File: src/rtl/pl_stage_pkg.sv
package pl_stage_pkg;

  typedef enum logic {
    CTL_COUPLED = 1'b0,
    CTL_SEMI    = 1'b1
  } ctl_mode_e;

  typedef struct packed {
    logic lt;       // latch closed
    logic in_ack;   // input channel acknowledge
    logic out_req;  // output channel request
    logic taken;    // consumer has acknowledged the held word
  } semi_state_t;

endpackage

File: src/rtl/pl_rst_sync.sv
module pl_rst_sync #(
  parameter int STAGES = 2
) (
  input  logic clk,
  input  logic arst_n,
  output logic rst_n
);

  localparam int LAST = STAGES - 1;

  logic [LAST:0] sync_q;
  logic [LAST:0] sync_d;

  always_comb begin
    sync_d = {sync_q[LAST-1:0], 1'b1};
  end

  always_ff @(posedge clk or negedge arst_n) begin
    if (!arst_n) sync_q <= '0;
    else         sync_q <= sync_d;
  end

  assign rst_n = sync_q[LAST];

endmodule

File: src/rtl/pl_data_latch.sv
module pl_data_latch #(
  parameter int WIDTH = 8
) (
  input  logic             clk,
  input  logic             rst_n,
  input  logic             lt,
  input  logic [WIDTH-1:0] d,
  output logic [WIDTH-1:0] q
);

  logic [WIDTH-1:0] held_q;
  logic [WIDTH-1:0] held_d;
  logic             load_en;

  // The register follows the input while the latch is open.
  assign load_en = ~lt;

  always_comb begin
    held_d = held_q;
    if (load_en) held_d = d;
  end

  always_ff @(posedge clk or negedge rst_n) begin
    if (!rst_n) held_q <= '0;
    else        held_q <= held_d;
  end

  assign q = lt ? held_q : d;

  assert_hold_stable_R2: assert property (@(posedge clk) disable iff (!rst_n)
    (lt && $past(lt)) |-> (q == $past(q)));

endmodule

File: src/rtl/pl_ctl_seq.sv
module pl_ctl_seq
  import pl_stage_pkg::*;
#(
  parameter ctl_mode_e MODE = CTL_SEMI
) (
  input  logic clk,
  input  logic rst_n,
  input  logic in_req,
  input  logic out_ack,
  output logic lt,
  output logic in_ack,
  output logic out_req
);

  generate
    if (MODE == CTL_COUPLED) begin : g_coupled
      logic c_q;
      logic c_d;

      // C-element of in_req and the inverse of out_ack.
      always_comb begin
        c_d = c_q;
        if (in_req && !out_ack)      c_d = 1'b1;
        else if (!in_req && out_ack) c_d = 1'b0;
      end

      always_ff @(posedge clk or negedge rst_n) begin
        if (!rst_n) c_q <= 1'b0;
        else        c_q <= c_d;
      end

      assign lt      = c_q;
      assign in_ack  = c_q;
      assign out_req = c_q;

      assert_c_set_R6: assert property (@(posedge clk) disable iff (!rst_n)
        (in_req && !out_ack) |=> out_req);
      assert_c_clear_R6: assert property (@(posedge clk) disable iff (!rst_n)
        (!in_req && out_ack) |=> !out_req);

    end else begin : g_semi
      semi_state_t st_q;
      semi_state_t st_d;

      always_comb begin
        st_d = st_q;
        // Close the latch on a new word once the output side is idle.
        if (!st_q.lt && !st_q.taken && in_req && !st_q.in_ack &&
            !st_q.out_req && !out_ack)
          st_d.lt = 1'b1;
        // Reopen as soon as the consumer has the word.
        if (st_q.lt && st_q.taken)
          st_d.lt = 1'b0;
        // Release the producer only after the latch is closed.
        if (st_q.lt && in_req && !st_q.in_ack)
          st_d.in_ack = 1'b1;
        if (st_q.in_ack && !in_req && st_q.taken)
          st_d.in_ack = 1'b0;
        // Offer the held word downstream.
        if (st_q.lt && !st_q.taken && !st_q.out_req && !out_ack)
          st_d.out_req = 1'b1;
        if (st_q.out_req && out_ack) begin
          st_d.out_req = 1'b0;
          st_d.taken   = 1'b1;
        end
        if (st_q.taken && !st_q.lt && !st_q.in_ack)
          st_d.taken = 1'b0;
      end

      always_ff @(posedge clk or negedge rst_n) begin
        if (!rst_n) st_q <= '0;
        else        st_q <= st_d;
      end

      assign lt      = st_q.lt;
      assign in_ack  = st_q.in_ack;
      assign out_req = st_q.out_req;

      assert_close_before_ack_R3: assert property (@(posedge clk) disable iff (!rst_n)
        $rose(in_ack) |-> $past(lt));
      assert_early_reopen_R7: assert property (@(posedge clk) disable iff (!rst_n)
        (out_req && out_ack) |-> ##2 !lt);
      assert_ack_waits_taken_R8: assert property (@(posedge clk) disable iff (!rst_n)
        $fell(in_ack) |-> $past(st_q.taken));
    end
  endgenerate

  assert_ack_rise_R4: assert property (@(posedge clk) disable iff (!rst_n)
    $rose(in_ack) |-> $past(in_req));
  assert_ack_fall_R4: assert property (@(posedge clk) disable iff (!rst_n)
    $fell(in_ack) |-> !$past(in_req));
  assert_req_rise_R5: assert property (@(posedge clk) disable iff (!rst_n)
    $rose(out_req) |-> !$past(out_ack));
  assert_req_fall_R5: assert property (@(posedge clk) disable iff (!rst_n)
    $fell(out_req) |-> $past(out_ack));
  assert_ack_needs_closed_R3: assert property (@(posedge clk) disable iff (!rst_n)
    $rose(in_ack) |-> lt);

endmodule

File: src/rtl/pl_stage.sv
module pl_stage
  import pl_stage_pkg::*;
#(
  parameter int        WIDTH = 8,
  parameter ctl_mode_e MODE  = CTL_SEMI
) (
  input  logic             clk,
  input  logic             rst_n,
  input  logic             in_req,
  input  logic [WIDTH-1:0] in_data,
  output logic             in_ack,
  output logic             out_req,
  input  logic             out_ack,
  output logic [WIDTH-1:0] out_data,
  output logic             latch_en
);

  localparam int RST_STAGES = 2;

  logic srst_n;
  logic lt;

  pl_rst_sync #(.STAGES(RST_STAGES)) u_rst (
    .clk    (clk),
    .arst_n (rst_n),
    .rst_n  (srst_n)
  );

  pl_ctl_seq #(.MODE(MODE)) u_ctl (
    .clk     (clk),
    .rst_n   (srst_n),
    .in_req  (in_req),
    .out_ack (out_ack),
    .lt      (lt),
    .in_ack  (in_ack),
    .out_req (out_req)
  );

  pl_data_latch #(.WIDTH(WIDTH)) u_latch (
    .clk   (clk),
    .rst_n (srst_n),
    .lt    (lt),
    .d     (in_data),
    .q     (out_data)
  );

  assign latch_en = lt;

  assert_offer_held_R5: assert property (@(posedge clk) disable iff (!srst_n)
    out_req |-> latch_en);

endmodule

File: config.mk
export PLATFORM = sky130hd
export DESIGN_NAME = pl_stage
export DESIGN_NICKNAME = d
export VERILOG_FILES = /design/src/rtl/pl_stage_pkg.sv /design/src/rtl/pl_rst_sync.sv /design/src/rtl/pl_data_latch.sv /design/src/rtl/pl_ctl_seq.sv /design/src/rtl/pl_stage.sv
export SDC_FILE = /design/constraint.sdc
export NUM_CORES = 1
export LEC_CHECK = 0
export BUFFER_PORTS_ARGS = -buffer_cell sky130_fd_sc_hd__buf_2
export CAP_MARGIN = 20
export CORE_MARGIN = 1
export CORE_UTILIZATION = 38
export DETAILED_ROUTE_END_ITERATION = 6
export PLACE_DENSITY = 0.67
export SLEW_MARGIN = 20
export SYNTH_ARGS = -nofsm -noshare
export SYNTH_HDL_FRONTEND = slang
export SYNTH_SLANG_ARGS = --single-unit
File: constraint.sdc
create_clock -name clk -period 1 [get_ports clk]
set_clock_uncertainty 0.15 [all_clocks]
set_input_delay 0.05 -clock clk [delete_from_list [all_inputs] [get_ports clk]]
set_output_delay 0.05 -clock clk [all_outputs]
set_load 0.005 [all_outputs]
### Yosys cells after proc, flatten, opt, wreduce, memory -nomap -nowiden

Index checks and enable logic that the tools add are counted.

* flip-flop bits (word level): 14
* bits of input ports: 12
* output and inout port bits: 11
* word-level logic and storage cells: 40

* mux-type cells: 8
* reductions and logical operators: 26

Operators by type and width (number)
* 1-bit logical AND: 16
* 8-bit two-way mux: 1
* 2-bit nonzero test: 4
* 1-bit zero test: 6
* 1-bit two-way mux: 6
* 2-bit two-way mux: 1

### Depth between registers and ports, before layout

Gate-level depths: netlist (run 1).

* depth after elaboration: 8
* gate-level depth with buffers: 3
* depth with buffers taken out: 2

### Modules after synthesis

From an unflattened synthesis (run 1), not the netlist that was laid out.

* cells, all modules: 36
* area, all modules: 546.8 µm²

By module, submodules not included
* pl_data_latch: instances 1, cells an instance 17, area an instance 331.6 µm², seq. area each 200.2 µm²
* pl_ctl_seq: instances 1, cells an instance 16, area an instance 161.4 µm², seq. area each 100.1 µm²
* pl_rst_sync: instances 1, cells an instance 3, area an instance 53.8 µm², seq. area each 50.0 µm²

### Worst setup path before layout (run 1)

OpenSTA, ideal clock, no wires.

* path type: register to register
* start: reg u_ctl.g_semi.st_q, in the netlist u_ctl.out_req
* end: reg u_ctl.g_semi.st_q, in the netlist u_ctl.lt
* library setup time: 73 ps
* data arrival time: 1033 ps
* required time: 777 ps
* setup slack: -256 ps
* stages on the path, launching flop included: 3
* path buffers: 0
* clock period less this slack: 1256 ps
* cell sequence: dfrtp_1 > or4b_4 > a21oi_2

* cells in the longest elaborated chain, start to end: 4

Ends and longest elaborated chain
* from (decl): RTL line pl_ctl_seq.sv:42 `semi_state_t st_q;`
* from (signal assigned): RTL line pl_ctl_seq.sv:72 `else st_q <= st_d;`
* 1-bit zero test: RTL line pl_ctl_seq.sv:49 `!st_q.out_req && !out_ack)`
* 1-bit logical AND: RTL line pl_ctl_seq.sv:48 `if (!st_q.lt && !st_q.taken && in_req && !st_q.in_ack &&`
* 1-bit logical AND: RTL line pl_ctl_seq.sv:49
* 2-bit nonzero test (no line)

No other way between the ends.
A chain may end at the register's enable or synchronous reset.

### Worst setup path after layout (run 1)

* start: reg u_ctl.g_semi.st_q, in the netlist u_ctl.lt
* end: out out_data[2]

* cells in the longest elaborated chain, start to end: 1

Ends and longest elaborated chain
* 8-bit two-way mux
* to (decl): RTL line pl_stage.sv:14 `output logic [WIDTH-1:0] out_data,`

No other way between the ends.

==> results of run 1 <==
-- cell families (layout without fill, tap and decap cells) --
family,after synthesis,in the layout,share of synthesized area (%)
and+or+nand+nor,3,3,4.59
muxes,8,8,17.4
DFF,14,14,67.6
AOI/OAI and AO/OA,6,6,6.52
buffers and inverters,4,45,3.14
other,1,1,0.724
-- state kept, by name, summed over array words and instances, names as in the netlist --
signal / count
u_ctl.g_semi.st_q: 1
u_ctl.in_ack: 1
u_ctl.lt: 1
u_ctl.out_req: 1
u_latch.held_q: 8
u_rst.sync_q: 2
-- per-stage QoR --
step	instance area, um2	std cells	utilization [%]	total power [W]	setup WS (ns)
2_1_floorplan	554	36	-	0.00125	-0.237
3_3_place_gp	713	75	60.1	0.00154	-0.227
3_5_place_dp	713	75	60.1	0.00156	-0.256
4_1_cts	920	90	77.5	0.00233	-0.474
5_1_grt	937	91	79.0	0.00254	-0.515
6_report	937	91	79.0	0.00237	-0.470
-- metal layers --
metal	up-vias	track usage, %	share of wire, %
met1	194	23.5	43
met2	17	33.3	52
li1	200	-	-
met5	-	0	0
met3	0	5.78	5.8
met4	0	5.17	0
-- final timing paths --
path                                  from           endpoint  slack, ns  cells past startpoint
hold / removal                  in_data[4]  u_latch.held_q[4]      -0.12                      2
max in group asynchronous            rst_n    u_rst.sync_q[0]       0.10                      3
setup reg to reg                  u_ctl.lt  u_latch.held_q[0]      -0.35                      4
hold reg to reg            u_rst.sync_q[1]  u_latch.held_q[2]       0.04                      0
min in group asynchronous  u_rst.sync_q[1]  u_latch.held_q[2]       0.04                      0
setup / recovery                  u_ctl.lt        out_data[2]      -0.47                      3
-- area by class of cell --
| type | instances | area, um2 | area share [%] |
|---|---|---|---|
| inverter | 3 | 11.3 | 1.20 |
| timing repair buffer | 38 | 334 | 35.6 |
| multi-input combinational | 18 | 188 | 20.0 |
| clock buffer | 4 | 36.3 | 3.87 |
| tap | 14 | 17.5 | 1.87 |
| sequential | 14 | 350 | 37.4 |
-- synth_stat cells --
library cell | instances | share of area [%]
a21oi_2 | 1 | 1.7
conb_1 | 1 | 0.72
clkinv_1 | 1 | 0.72
a21oi_1 | 5 | 4.8
mux2_1 | 8 | 17
inv_1 | 2 | 1.4
buf_2 | 1 | 0.97
nor2_1 | 1 | 0.72
nand2b_1 | 1 | 1.2
or4b_4 | 1 | 2.7
dfrtp_1 | 14 | 68
-- power by group --
part           internal, W  switching, W
clock             0.000221      0.000177
sequential        0.000741      0.000107
combinational     0.000769      0.000359
total              0.00173      0.000643
-- repair_timing --
action | CTS | global route
endpoints found under the hold margin | 13 | 8
buffers inserted | 7 | 3
pin swaps | 0 | 0
setup endpoints to repair | 21 | 23
resized for setup | 14 | 4
==> impl_metrics.py, run 1 <==
metrics = {
    "global_routing": {
        "grt_max_degree": 13,
        "grt_pass1_wl_mm": 1.92,
        "grt_pass1_vias": 445,
        "overflow": 0,
        "antenna_found_initial": 0,
        "gr-usage-all-layers_pct": 19.4,
    },
    "logic_synthesis": {
        "yosysWarningCount": 0,
        "synthDistinctLibCells": 11,
        "netlist_area_um2": 518,
        "yosysSeqAreaShare_pct": 67.6,
        "syn-mean-instance-area_um2": 14.4,
        "synth_nets": 48,
        "synthCells": 36,
        "yosys_register_bits": 14,
    },
    "floorplan": {
        "die_h_um": 38.9,
        "initial_core_util_pct": 43.7,
        "dieArea_mm2": 0.00151,
        "ioPinCount": 23,
        "coreArea_mm2": 0.00119,
        "rows": 12,
        "die_w_um": 38.9,
    },
    "setup_path": {
        "required_ns": 0.80,
        "critPathTopFamily": "flip-flops",
        "critPathBufInv": 2,
        "path_class": "reg2out",
        "cp_max_fo": 8,
        "cp-end-kind": "primary output",
        "arrival_ns": 1.27,
        "cp-start-kind": "register",
        "crit_path_max_incr_delay_ns": 0.41,
        "slowest_stage": "dfrtp_1",
        "crit_chain": "buf_12 > mux2_4 > buf_6",
    },
    "status": {
        "violations": "hold timing, setup timing",
        "outcome": "finished, violations left",
    },
    "clocking": {
        "htreeDepth": 1,
        "cts_hold_buf": 4,
        "cts_buffers": 3,
        "root_buffer": "clkbuf_4",
        "insertion_delay_ns": 0.27,
        "clk_pin_slew_worst_paths_ns": 0.08,
        "cts_buffer_depth": 2,
        "cts_tree": "built",
        "cts_sinks": 14,
    },
    "cells_and_area": {
        "layout_common_cells": "buf_6, dfrtp_1, buf_2, mux2_4, buf_4",
        "area_growth_pct": 80.9,
        "diodes": 0,
        "nFillCells": 67,
        "drive_gt1_share_pct": 64.9,
        "final_common_cell": "buf_6",
        "final_nets": 90,
    },
    "placed_design": {
        "gp_congestion": 0.817,
        "io_buffers": 22,
    },
    "hold_path": {
        "hold_path.class": "in2reg",
    },
    "sta": {
        "drv_slew": 0,
        "period_needed_ns": 1.47,
        "rsz0062_at_grt": "true",
        "post-route-period-util_pct": 147,
        "fmax_mhz": 680,
        "setup_slack_ns": -0.470,
        "finalHoldViolations": 8,
        "whs_ns": -0.124,
        "setup_viol": 23,
        "tns_ns": -6.25,
    },
    "routing": {
        "drtPass1Iterations": 4,
        "num_vias": 411,
        "viasPerCell": 4.52,
        "ant_nets": 0,
        "wl_per_cell_um": 12.2,
        "drtIter0Drc": 4,
        "drt_drc_violations_left": 0,
        "wirelength_mm": 1.11,
    },
    "job": {
        "maxCapViolCount": 0,
    },
    "power_and_ir_drop": {
        "power.leakage_nw": 0.471,
        "peakVddDrop_v": 0.00170,
        "p_per_area_mw_per_mm2": 2530,
    },
}
Power figures use the tool's default switching activity.
==> run 2, diff against run 1 <==
--- a/config.mk
+++ b/config.mk
@@ -8,10 +8,11 @@
 export BUFFER_PORTS_ARGS = -buffer_cell sky130_fd_sc_hd__buf_2
 export CAP_MARGIN = 20
 export CORE_MARGIN = 1
-export CORE_UTILIZATION = 38
+export CORE_UTILIZATION = 39
 export DETAILED_ROUTE_END_ITERATION = 6
-export PLACE_DENSITY = 0.67
+export PLACE_DENSITY = 0.68
 export SLEW_MARGIN = 20
 export SYNTH_ARGS = -nofsm -noshare
 export SYNTH_HDL_FRONTEND = slang
+export SYNTH_HIERARCHICAL = 1
 export SYNTH_SLANG_ARGS = --single-unit
==> run 2 against run 1 <==
Effect of this change: worst setup slack improved by 0.025 ns; critical path depth did not move; core utilization fell by 9.1 points; non-clock buffer count fell by 2; critical endpoint is now out_data[4]; the run still ends with hold timing, setup timing left; critical path type unchanged; synthesized area rose by 5.6%.
==> impl_metrics.py, run 2 <==
metrics = {
    "sta": {
        "rsz0062_at_grt": "true",
        "period_needed_ns": 1.44,
        "setup_viol": 23,
        "setup_slack_ns": -0.445,
        "drv_slew": 0,
        "finalHoldViolations": 8,
        "fmax_mhz": 692,
        "post-route-period-util_pct": 144,
        "whs_ns": -0.125,
    },
    "logic_synthesis": {
        "synth_area_leaders": "dfrtp_1, mux2_4, o21ai_0",
        "synthCells": 36,
        "async_reset_ff_share_pct": 100,
        "synth_nets": 48,
        "yosysWarningCount": 6,
        "synth_common_cells": "dfrtp_1, mux2_4, o21ai_0, inv_1, a21oi_1",
        "synth_area_leader_cell": "dfrtp_1",
        "syn-mean-instance-area_um2": 15.2,
        "yosys.cell_count.top_type": "dfrtp_1",
        "synth-main-ff-cell": "dfrtp_1",
        "yosysSeqAreaShare_pct": 64.1,
        "netlist_area_um2": 547,
        "synth_edf_count": 0,
        "synth_top_area_share_pct": 64.1,
        "yosys_register_bits": 14,
        "synthDistinctLibCells": 10,
    },
    "clocking": {
        "clk_pin_slew_worst_paths_ns": 0.08,
        "htreeDepth": 1,
        "cts_tree": "built",
        "root_buffer": "clkbuf_4",
        "insertion_delay_ns": 0.28,
        "cts_buffers": 3,
        "cts_buffer_depth": 2,
        "cts_sinks": 14,
    },
    "cells_and_area": {
        "top_register": "u_latch/held_q",
        "final_nets": 88,
        "post-route-util_pct": 69.9,
        "layout_common_cells": "buf_6, dfrtp_1, buf_2, mux2_4",
        "register_area_um2": 350,
        "drive_gt1_share_pct": 64.0,
        "largest_reg_flops": 8,
        "final_common_cell": "buf_6",
        "nFillCells": 98,
        "diodes": 0,
        "reg.largest.list": "u_latch/held_q: 8 flops, u_rst/sync_q: 2 flops",
        "fin_cells": 90,
        "multi_input_area_um2": 189,
        "area_growth_pct": 66.4,
    },
    "setup_path": {
        "required_ns": 0.80,
        "crit_top_cell": "buf_6",
        "slowest_stage": "dfrtp_1",
        "path_class": "reg2out",
        "crit_path_max_incr_delay_ns": 0.40,
        "r2r_cells": 2,
        "cp_max_fo": 5,
        "cp-start-kind": "register",
        "cp-end-kind": "primary output",
        "arrival_ns": 1.24,
        "crit_chain": "buf_6 > mux2_4 > buf_6",
    },
    "floorplan": {
        "ioPinCount": 23,
        "rows": 13,
        "initial_core_util_pct": 42.0,
        "die_h_um": 39.4,
        "die_w_um": 39.4,
        "dieArea_mm2": 0.00156,
        "coreArea_mm2": 0.00130,
    },
    "placed_design": {
        "place_inst": 76,
        "place_ws_ns": -0.223,
        "io_buffers": 22,
        "dpl.hpwl_um": 723,
        "gp_congestion": 0.702,
    },
    "power_and_ir_drop": {
        "peakVddDrop_v": 0.00145,
        "power.leakage_nw": 0.457,
        "p_per_area_mw_per_mm2": 2270,
    },
    "status": {
        "outcome": "finished, violations left",
        "violations": "hold timing, setup timing",
    },
    "hold_path": {
        "hold_path.class": "in2reg",
        "holdPathStages": 2,
    },
    "global_routing": {
        "grt_max_degree": 13,
        "grt_pass1_vias": 343,
        "grt_pass1_wl_mm": 1.50,
        "antenna_found_initial": 0,
        "overflow": 0,
        "gr-usage-all-layers_pct": 16.0,
    },
    "routing": {
        "drt_drc_violations_left": 0,
        "num_vias": 415,
        "wl_per_cell_um": 11.8,
        "drtPass1Iterations": 2,
        "ant_nets": 0,
        "viasPerCell": 4.61,
        "wirelength_mm": 1.07,
        "drtIter0Drc": 1,
    },
    "job": {
        "maxCapViolCount": 0,
    },
}
## run 2: cell types whose count changed in the layout (fill, tap and decap cells not counted), sizes merged
cell    change
a21oi       -4
o21ai       +4
buf         -2
clkinv      -1
inv         +1
nand2       +1
nor2        -1
## run 2: critical path: cells and delay by family (launching register included)
family,cells,cell delay [ns]
multiplexers,1,0.31
buffers and inverters,2,0.26
flip-flops,1,0.40
## run 2: logic make-up (layout without fill, tap and decap cells)
group	after synthesis	after routing	synth area share [%]
AOI/OAI and AO/OA	6	6	5.49
buffers and inverters	4	43	4.12
DFF	14	14	64.1
muxes	8	8	22.0
other	1	1	0.686
and+or+nand+nor	3	3	3.66
## run 2: power breakdown
group	switching [W]	internal (W)	total, W
Combinational	0.000280	0.000568	0.000848
Sequential	0.0000982	0.000730	0.000829
Clock	0.000169	0.000221	0.000390
Total	0.000547	0.00152	0.00207
## run 2: cell type report
cell class,count,area share (%)
Inverter,3,1.24
Timing Repair Buffer,36,33.4
Sequential cell,14,38.5
Tap cell,15,2.06
Multi-Input combinational cell,18,20.8
Clock buffer,4,3.99
## run 2: worst paths after layout
path,from,to,slack (ns)
min in group asynchronous,u_rst/sync_q[1],u_latch/held_q[6],0.04
max,u_ctl/lt,out_data[4],-0.44
min,in_data[7],u_latch/held_q[7],-0.13
max in group asynchronous,rst_n,u_rst/sync_q[1],0.10
max reg2reg,u_ctl/in_ack,u_ctl/lt,-0.27
min reg2reg,u_rst/sync_q[1],u_latch/held_q[6],0.04
## run 2: metal layers
layer	track usage (%)	vias up	part of all wire [%]
li1	-	197	-
met1	19.0	200	41
met2	23.4	14	52
met3	5.11	4	5.1
met4	12.9	0	2.2
met5	0	-	0
## run 2: through the flow
stage / area, um2 / setup TNS [ns] / power, W / hold WS [ns]
3_3_place_gp: 694 / -2.15 / 0.00134 / -0.313
6_report: 910 / -6.23 / 0.00207 / -0.125
4_1_cts: 895 / -6.47 / 0.00206 / -0.136
2_1_floorplan: 547 / -2.21 / 0.00112 / -0.396
3_5_place_dp: 694 / -2.53 / 0.00137 / -0.314
5_1_grt: 910 / -6.95 / 0.00220 / -0.133
## run 2: repair_timing
action	CTS	global route
gates resized for setup	19	6
pin swaps	2	1
buffers inserted	6	2
hold endpoints to repair	14	11
hold buffers	4	1
setup endpoints to repair	23	23
